`src/rtl/simd_sat_pkg.sv`:
```
package simd_sat_pkg;
    localparam int LANE_W = 16;
    localparam int LANES  = 8;
    localparam int VEC_W  = LANE_W * LANES;
    localparam int MSB    = LANE_W - 1;

    typedef enum logic [1:0] {
        MODE_WRAP     = 2'b00,
        MODE_SCLAMP   = 2'b01,
        MODE_UCLAMP   = 2'b10,
        MODE_WRAP_ALT = 2'b11
    } add_mode_e;

    typedef struct packed {
        logic [LANE_W-1:0] val;
        logic              sat;
    } lane_res_t;

    function automatic logic [LANE_W-1:0] pos_limit();
        return {1'b0, {(LANE_W-1){1'b1}}};
    endfunction

    function automatic logic [LANE_W-1:0] neg_limit();
        return {1'b1, {(LANE_W-1){1'b0}}};
    endfunction
endpackage

```
`src/rtl/sat_lane_add.sv`:
```
module sat_lane_add
    import simd_sat_pkg::*;
(
    input  logic [LANE_W-1:0] a,
    input  logic [LANE_W-1:0] b,
    input  add_mode_e         mode,
    output lane_res_t         res
);
    logic [LANE_W:0] raw;
    logic            pos_ovf;
    logic            neg_ovf;
    logic            carry;

    assign raw     = {1'b0, a} + {1'b0, b};
    assign pos_ovf = ~a[MSB] & ~b[MSB] &  raw[MSB];
    assign neg_ovf =  a[MSB] &  b[MSB] & ~raw[MSB];
    assign carry   = raw[LANE_W];

    always_comb begin
        res.val = raw[LANE_W-1:0];
        res.sat = 1'b0;
        case (mode)
            MODE_SCLAMP: begin
                if (pos_ovf) begin
                    res.val = pos_limit();
                    res.sat = 1'b1;
                end else if (neg_ovf) begin
                    res.val = neg_limit();
                    res.sat = 1'b1;
                end
            end
            MODE_UCLAMP: begin
                if (carry) begin
                    res.val = {LANE_W{1'b1}};
                    res.sat = 1'b1;
                end
            end
            default: ;
        endcase
    end
endmodule

```
`src/rtl/sat_vec_datapath.sv`:
```
module sat_vec_datapath
    import simd_sat_pkg::*;
(
    input  logic [VEC_W-1:0] va,
    input  logic [VEC_W-1:0] vb,
    input  add_mode_e        mode,
    output logic [VEC_W-1:0] vsum,
    output logic             any_sat
);
    logic [LANES-1:0] lane_sat;

    for (genvar i = 0; i < LANES; i++) begin : g_lane
        localparam int HI = VEC_W - 1 - i * LANE_W;
        lane_res_t r;
        sat_lane_add u_lane (
            .a    (va[HI -: LANE_W]),
            .b    (vb[HI -: LANE_W]),
            .mode (mode),
            .res  (r)
        );
        assign vsum[HI -: LANE_W] = r.val;
        assign lane_sat[i]        = r.sat;
    end

    assign any_sat = |lane_sat;
endmodule

```
`src/rtl/sat_sticky_status.sv`:
```
module sat_sticky_status (
    input  logic clk,
    input  logic rst,
    input  logic set_req,
    input  logic wr_en,
    input  logic wr_data,
    output logic sticky
);
    always_ff @(posedge clk) begin
        if (rst)          sticky <= 1'b0;
        else if (wr_en)   sticky <= wr_data;
        else if (set_req) sticky <= 1'b1;
    end
endmodule

```
`src/rtl/simd_sat_adder.sv`:
```
module simd_sat_adder
    import simd_sat_pkg::*;
(
    input  logic             clk,
    input  logic             rst,
    input  logic             in_valid,
    input  logic [1:0]       mode,
    input  logic [VEC_W-1:0] opnd_a,
    input  logic [VEC_W-1:0] opnd_b,
    input  logic             stat_we,
    input  logic             stat_wdata,
    output logic [VEC_W-1:0] res_vec,
    output logic             res_valid,
    output logic             res_sat,
    output logic             sat_sticky
);
    add_mode_e        mode_e;
    logic [VEC_W-1:0] sum_c;
    logic             sat_c;

    assign mode_e = add_mode_e'(mode);

    sat_vec_datapath u_dp (
        .va      (opnd_a),
        .vb      (opnd_b),
        .mode    (mode_e),
        .vsum    (sum_c),
        .any_sat (sat_c)
    );

    sat_sticky_status u_stat (
        .clk     (clk),
        .rst     (rst),
        .set_req (in_valid & sat_c),
        .wr_en   (stat_we),
        .wr_data (stat_wdata),
        .sticky  (sat_sticky)
    );

    always_ff @(posedge clk) begin
        if (rst) begin
            res_vec   <= '0;
            res_valid <= 1'b0;
            res_sat   <= 1'b0;
        end else begin
            res_valid <= in_valid;
            res_sat   <= in_valid & sat_c;
            if (in_valid) res_vec <= sum_c;
        end
    end
endmodule

```
`config.mk`:
```
export PLATFORM = sky130hd
export DESIGN_NAME = simd_sat_adder
export DESIGN_NICKNAME = d
export VERILOG_FILES = /design/src/rtl/simd_sat_pkg.sv /design/src/rtl/sat_lane_add.sv /design/src/rtl/sat_vec_datapath.sv /design/src/rtl/sat_sticky_status.sv /design/src/rtl/simd_sat_adder.sv
export SDC_FILE = /design/constraint.sdc
export NUM_CORES = 1
export LEC_CHECK = 0
export CAP_MARGIN = 25
export CORE_MARGIN = 4
export CORE_UTILIZATION = 47
export DETAILED_ROUTE_END_ITERATION = 10
export GPL_TIMING_DRIVEN = 1
export HOLD_SLACK_MARGIN = 0.02
export MAX_ROUTING_LAYER = met4
export PLACE_DENSITY = 0.84
export SLEW_MARGIN = 40
export SYNTH_ARGS = -nofsm -noshare
export SYNTH_HDL_FRONTEND = slang
export SYNTH_SLANG_ARGS = --single-unit
```
`constraint.sdc`:
```
create_clock -name clk -period 3.7 [get_ports clk]
set_clock_uncertainty 0.05 [all_clocks]
set_input_delay 0.555 -clock clk [delete_from_list [all_inputs] [get_ports clk]]
set_output_delay 0.555 -clock clk [all_outputs]
set_load 0.005 [all_outputs]
```
Yosys cells after proc, flatten, opt, wreduce, memory -nomap -nowiden
Index checks and enable logic that the tools add are counted.
- bits in registers: 131
- input bits: 263
- bitwise operators: 57
- reduce and logical (&&, ||, !) cells: 2
- add/sub/neg operators: 8
- equality and inequality tests: 2
- mux-type cells: 34
- operators by type and width (cell ; number):
    2-to-1 mux 17 bit ; 24
    case mux 17 bit (2 select lines) ; 8
    adder 16 x 16 -> 17 bit ; 8
    AND 1 bit ; 33
    NOT 1 bit ; 24
    OR reduction 8 bit ; 1
    equality test 2 x 1 -> 1 bit (second input constant) ; 1
    equality test 2 bit (second input constant) ; 1
    2-to-1 mux 1 bit ; 2
    nonzero test 2 bit ; 1

Longest topological paths before layout
- depth after elaboration: 10
- depth in mapped cells: 13

By module
From an unflattened synthesis, not the netlist that was laid out.
- cells, all modules: 1515
- area, all modules: 13173.9 sq um
- modules (own cells, without submodules) (module ; cells each ; area an instance (sq um) ; seq. area each (sq um) ; times used):
    simd_sat_adder ; 418 ; 4682.0 ; 2602.5 ; 1
    sat_lane_add at u_dp.g_lane[4].u_lane ... ; 129 ; 1007.2 ; 0.0 ; 4
    sat_lane_add at u_dp.g_lane[0].u_lane ... ; 146 ; 1123.6 ; 0.0 ; 3
    sat_lane_add at u_dp.g_lane[3].u_lane ; 136 ; 1022.2 ; 0.0 ; 1
    sat_sticky_status ; 4 ; 53.8 ; 20.0 ; 1
    sat_vec_datapath ; 3 ; 16.3 ; 0.0 ; 1

Worst setup path before layout
Ideal clock, no wire load.
- path kind: in2reg
- start point: input opnd_a[0]
- end point: register u_stat.sticky
- slack: 266 ps
- required time: 3522 ps
- stages on the path: 11
- arrival time: 3255 ps
- path buffers: 0
- cell sequence: ha_1 -> fa_1 -> a21o_1 -> a311o_1 -> a2111oi_2 -> nor2_1 -> a31oi_2 -> nand4_1 -> o311a_1 -> a2111oi_2 -> nor3_1
- cells in the longest elaborated chain, start to end: 9
- elaborated cells on any way between the ends: 11
- those cells by class: add/sub (1); mux (4); bitwise (4); reduce/logical (2)
- ends and longest elaborated chain (element ; line ; source):
    start: declaration ; simd_sat_adder.sv:8 ; input logic [VEC_W-1:0] opnd_a,
    adder 16 x 16 -> 17 bit (*) ; sat_lane_add.sv:14 ; assign raw = {1'b0, a} + {1'b0, b};
    NOT 1 bit ; sat_lane_add.sv:16 ; assign neg_ovf = a[MSB] & b[MSB] & ~raw[MSB];
    AND 1 bit ; sat_lane_add.sv:16 ;
    2-to-1 mux 17 bit ; sat_lane_add.sv:27 ; end else if (neg_ovf) begin
    2-to-1 mux 17 bit ; sat_lane_add.sv:24 ; if (pos_ovf) begin
    case mux 17 bit (2 select lines) (*) ; sat_lane_add.sv:22 ; case (mode)
    OR reduction 8 bit (*) ; sat_vec_datapath.sv:25 ; assign any_sat = |lane_sat;
    AND 1 bit (*) ; simd_sat_adder.sv:34 ; .set_req (in_valid & sat_c),
    nonzero test 2 bit (no line) (*) ; n/a ;
    end signal: assignment ; sat_sticky_status.sv:11 ; else if (wr_en) sticky <= wr_data;
    end: declaration ; sat_sticky_status.sv:7 ; output logic sticky
Mark *: on every way between the ends. The rest lies on a longest branch, timed or not.
A chain may end at the register's enable or synchronous reset.

Worst setup path in the final report
- start point: input opnd_a[46]
- end point: register res_sat
- cells in the longest elaborated chain, start to end: 8
- elaborated cells on any way between the ends: 10
- those cells by class: add/sub (1); mux (4); bitwise (4); reduce/logical (1)
- ends and longest elaborated chain (element ; line ; source):
    adder 16 x 16 -> 17 bit (*) ; sat_lane_add.sv:14 ;
    NOT 1 bit ; sat_lane_add.sv:16 ;
    AND 1 bit ; sat_lane_add.sv:16 ;
    2-to-1 mux 17 bit ; sat_lane_add.sv:27 ;
    2-to-1 mux 17 bit ; sat_lane_add.sv:24 ;
    case mux 17 bit (2 select lines) (*) ; sat_lane_add.sv:22 ;
    OR reduction 8 bit (*) ; sat_vec_datapath.sv:25 ;
    AND 1 bit (*) ; simd_sat_adder.sv:47 ; res_sat <= in_valid & sat_c;
    end signal: assignment ; simd_sat_adder.sv:47 ;
    end: declaration ; simd_sat_adder.sv:14 ; output logic res_sat,
Marks and branches as above.

==> metrics.txt <==
status=finished clean; post-synth top area share=22.8%; Vias=13,300; fin cells=2,301; Core Region=24,200 um^2; gr usage total=30.8%; FILL cells=2,006; critical path class=primary input to flip-flop; DRC Markers=0; initial antenna violation count=4; Synth cell types=78; CTS Sinks=131; Slew @ Worst Pin=686 ps; Yosys top cell by area=dfxtp_1; nets@finish=2,367; Tcrit/Tclk final=95.6%; Seq/Total Area, Yosys=22.8%; Final Hold Viols=0; Worst-Skew Late Latency=420 ps; clk slew on worst S/H paths=60 ps; Max IR drop VDD=0.000266 V; Seq cells post-synth=131; Syn Nets=1,910; Cell Area, Placed=16,500 um^2; vias in the first global route=12,800; # setup viols final=0; P_leak=0.00721 uW; Mapped Area=11,500 um^2; share of layout cells above drive strength 1=8.88%; Worst Hold Class=flip-flop to flip-flop; Syn-to-layout area delta=48.6%; gr ovfl total=0; first-pass GRT wire length=65,500 um; Num CTS Buffers=17; Yosys warning count=0; Critical Path Fanout Max=5; Root Driver=clkbuf_16; DIE HEIGHT=165 um; remaining antenna violation count=0; Mapped Avg Cell Area=7.68 um^2; Vias per Instance=5.76; critical path arrival=3760 ps; Port Buffer Count=393; HPWL after DPL=33,500 um; Design Area, Final=17,100 um^2; final WL=42,600 um; Die ar.=27,100 um^2; Slew HR=54.3%; Critical Path RT=3920 ps; Cells after Synth=1,501; placed insts=2,263; number of synthesized flops with an enable pin=0; Hold-fix buffers, CTS=0; Longest Clk Path Bufs=2; PD cells=343 nW/um^2; routed len/inst=18.5 um; CTS tree=done; Max Slew Vio Count=0; DRT iter0 DRCs=910; die width=165 um; fmax=283 MHz; Period minus WS final=3540 ps; r2r setup slk=2680 ps; Critical Path Sink Type=flip-flop; row count=57; RD Place Congestion=0.984; htree depth=4; ys flop type=dfxtp_1; top area cells in the synthesized netlist=dfxtp_1 (23%), ha_1 (15%), a21oi_1 (5.9%), a211oi_1 (5.1%), nor2_1 (5.0%); Synth top cells by count=nor2_1 (154), nand2_1 (140), ha_1 (138); DRT Pass-1 Iters=7; post-synthesis async set-or-reset flop share=0%; max-cap viol count=0; Setup crit start kind=primary input; count leader, synth=nor2_1; initial core utilization=47.5%; number of top-level design ports=394; largest net degree at the start of global routing=83
[through the flow]
step	util (%)	total power (uW)	TNS, ps	hold WS (ps)	setup slack (ps)
finish	70.6	5870	0	404	163
CTS	70.4	5870	0	409	55.1
global route	70.6	6190	-5.86	431	-5.86
floorplan	-	2970	0	399	266
global placement	67.7	4010	-6170	387	-372
detailed placement	67.9	4060	-7710	394	-346
[flip-flops by register name, summed over array words and instances, names as in the netlist]
signal	cells
res_vec	128
res_sat	1
u_stat.sticky	1
res_valid	1
[kinds of logic after synthesis]
family,share of synthesized area (%)
AO/OA/AOI/OAI,30.2
XOR/XNOR,6.97
adder cells (fa/ha/maj),16.4
buffers and inverters,4.25
flip-flops,22.8
multiplexers,0.630
AND/OR/NAND/NOR,18.8
[path summary, 6_finish.rpt]
path                                    from                    endpoint  cells after the start
hold reg to reg      res_vec[3]$_SDFFE_PP0P_     res_vec[3]$_SDFFE_PP0P_                      2
setup / recovery                  opnd_a[46]          res_sat$_SDFF_PP0_                     12
hold / removal       res_vec[3]$_SDFFE_PP0P_     res_vec[3]$_SDFFE_PP0P_                      2
setup reg to reg  u_stat.sticky$_SDFFE_PP0P_  u_stat.sticky$_SDFFE_PP0P_                      4
[what timing repair did]
item | 4_1_cts | 5_1_grt
setup buffers | 0 | 0
resized for setup | 0 | 7
setup endpoints to repair | 0 | 2
[where the power goes]
group          switching [uW]  internal [uW]
Sequential               80.5           1550
Clock                     714           1080
Combinational            1170           1260
Total                    1970           3900
[critical path: stages]
cell             delay, ps
clkdlybuf4s50_1        460
ha_1                   400
and4_1                 210
a211o_1                290
o21ai_0                340
nand3_1                260
nor3_1                 270
nand4_1                150
o311a_1                410
buf_4                  150
nor3_2                 170
a211oi_1                90
[final cells by class]
class                      count  area (um^2)  area share (%)
timing repair buffer         495         4760            27.8
sequential                   131         2620            15.3
inverter                      67          251            1.47
antenna                        6         15.0          0.0877
clock inverter                14          175            1.02
tap                          324          405            2.37
multi-input combinational   1246         8450            49.3
clock buffer                  18          439            2.57
[cells in the final DEF, fill, tap and decap left out, types with 7 or more instances in the layout]
master	netlist	final
buf_4	3	98
dfxtp_1	131	131
xnor2_1	63	63
ha_1	138	138
a211oi_1	79	77
nor3_1	50	48
a21oi_1	136	136
a311oi_1	10	10
a21o_1	45	45
clkdlybuf4s50_1	0	391
inv_1	65	65
xor2_1	25	25
o211ai_1	18	18
fa_1	8	7
or2_2	9	9
nand4_1	8	8
o21a_1	12	12
nor2_1	154	152
a22o_1	11	11
a31oi_1	14	14
o21ai_0	99	98
clkbuf_16	0	17
o21bai_1	23	23
and2_1	12	12
nor2b_1	8	8
and3_1	9	9
nand3_1	39	39
nand2b_1	23	23
o22ai_1	11	11
nand2_1	140	140
[metal layers]
layer,GRT usage [%],vias to the layer above,part of all wire [%]
met5,-,-,0
met2,53.1,606,49
li1,-,6433,-
met4,11.5,0,3.8
met3,7.39,97,9.0
met1,34.8,6120,39
(Power assumes the default switching activity.)
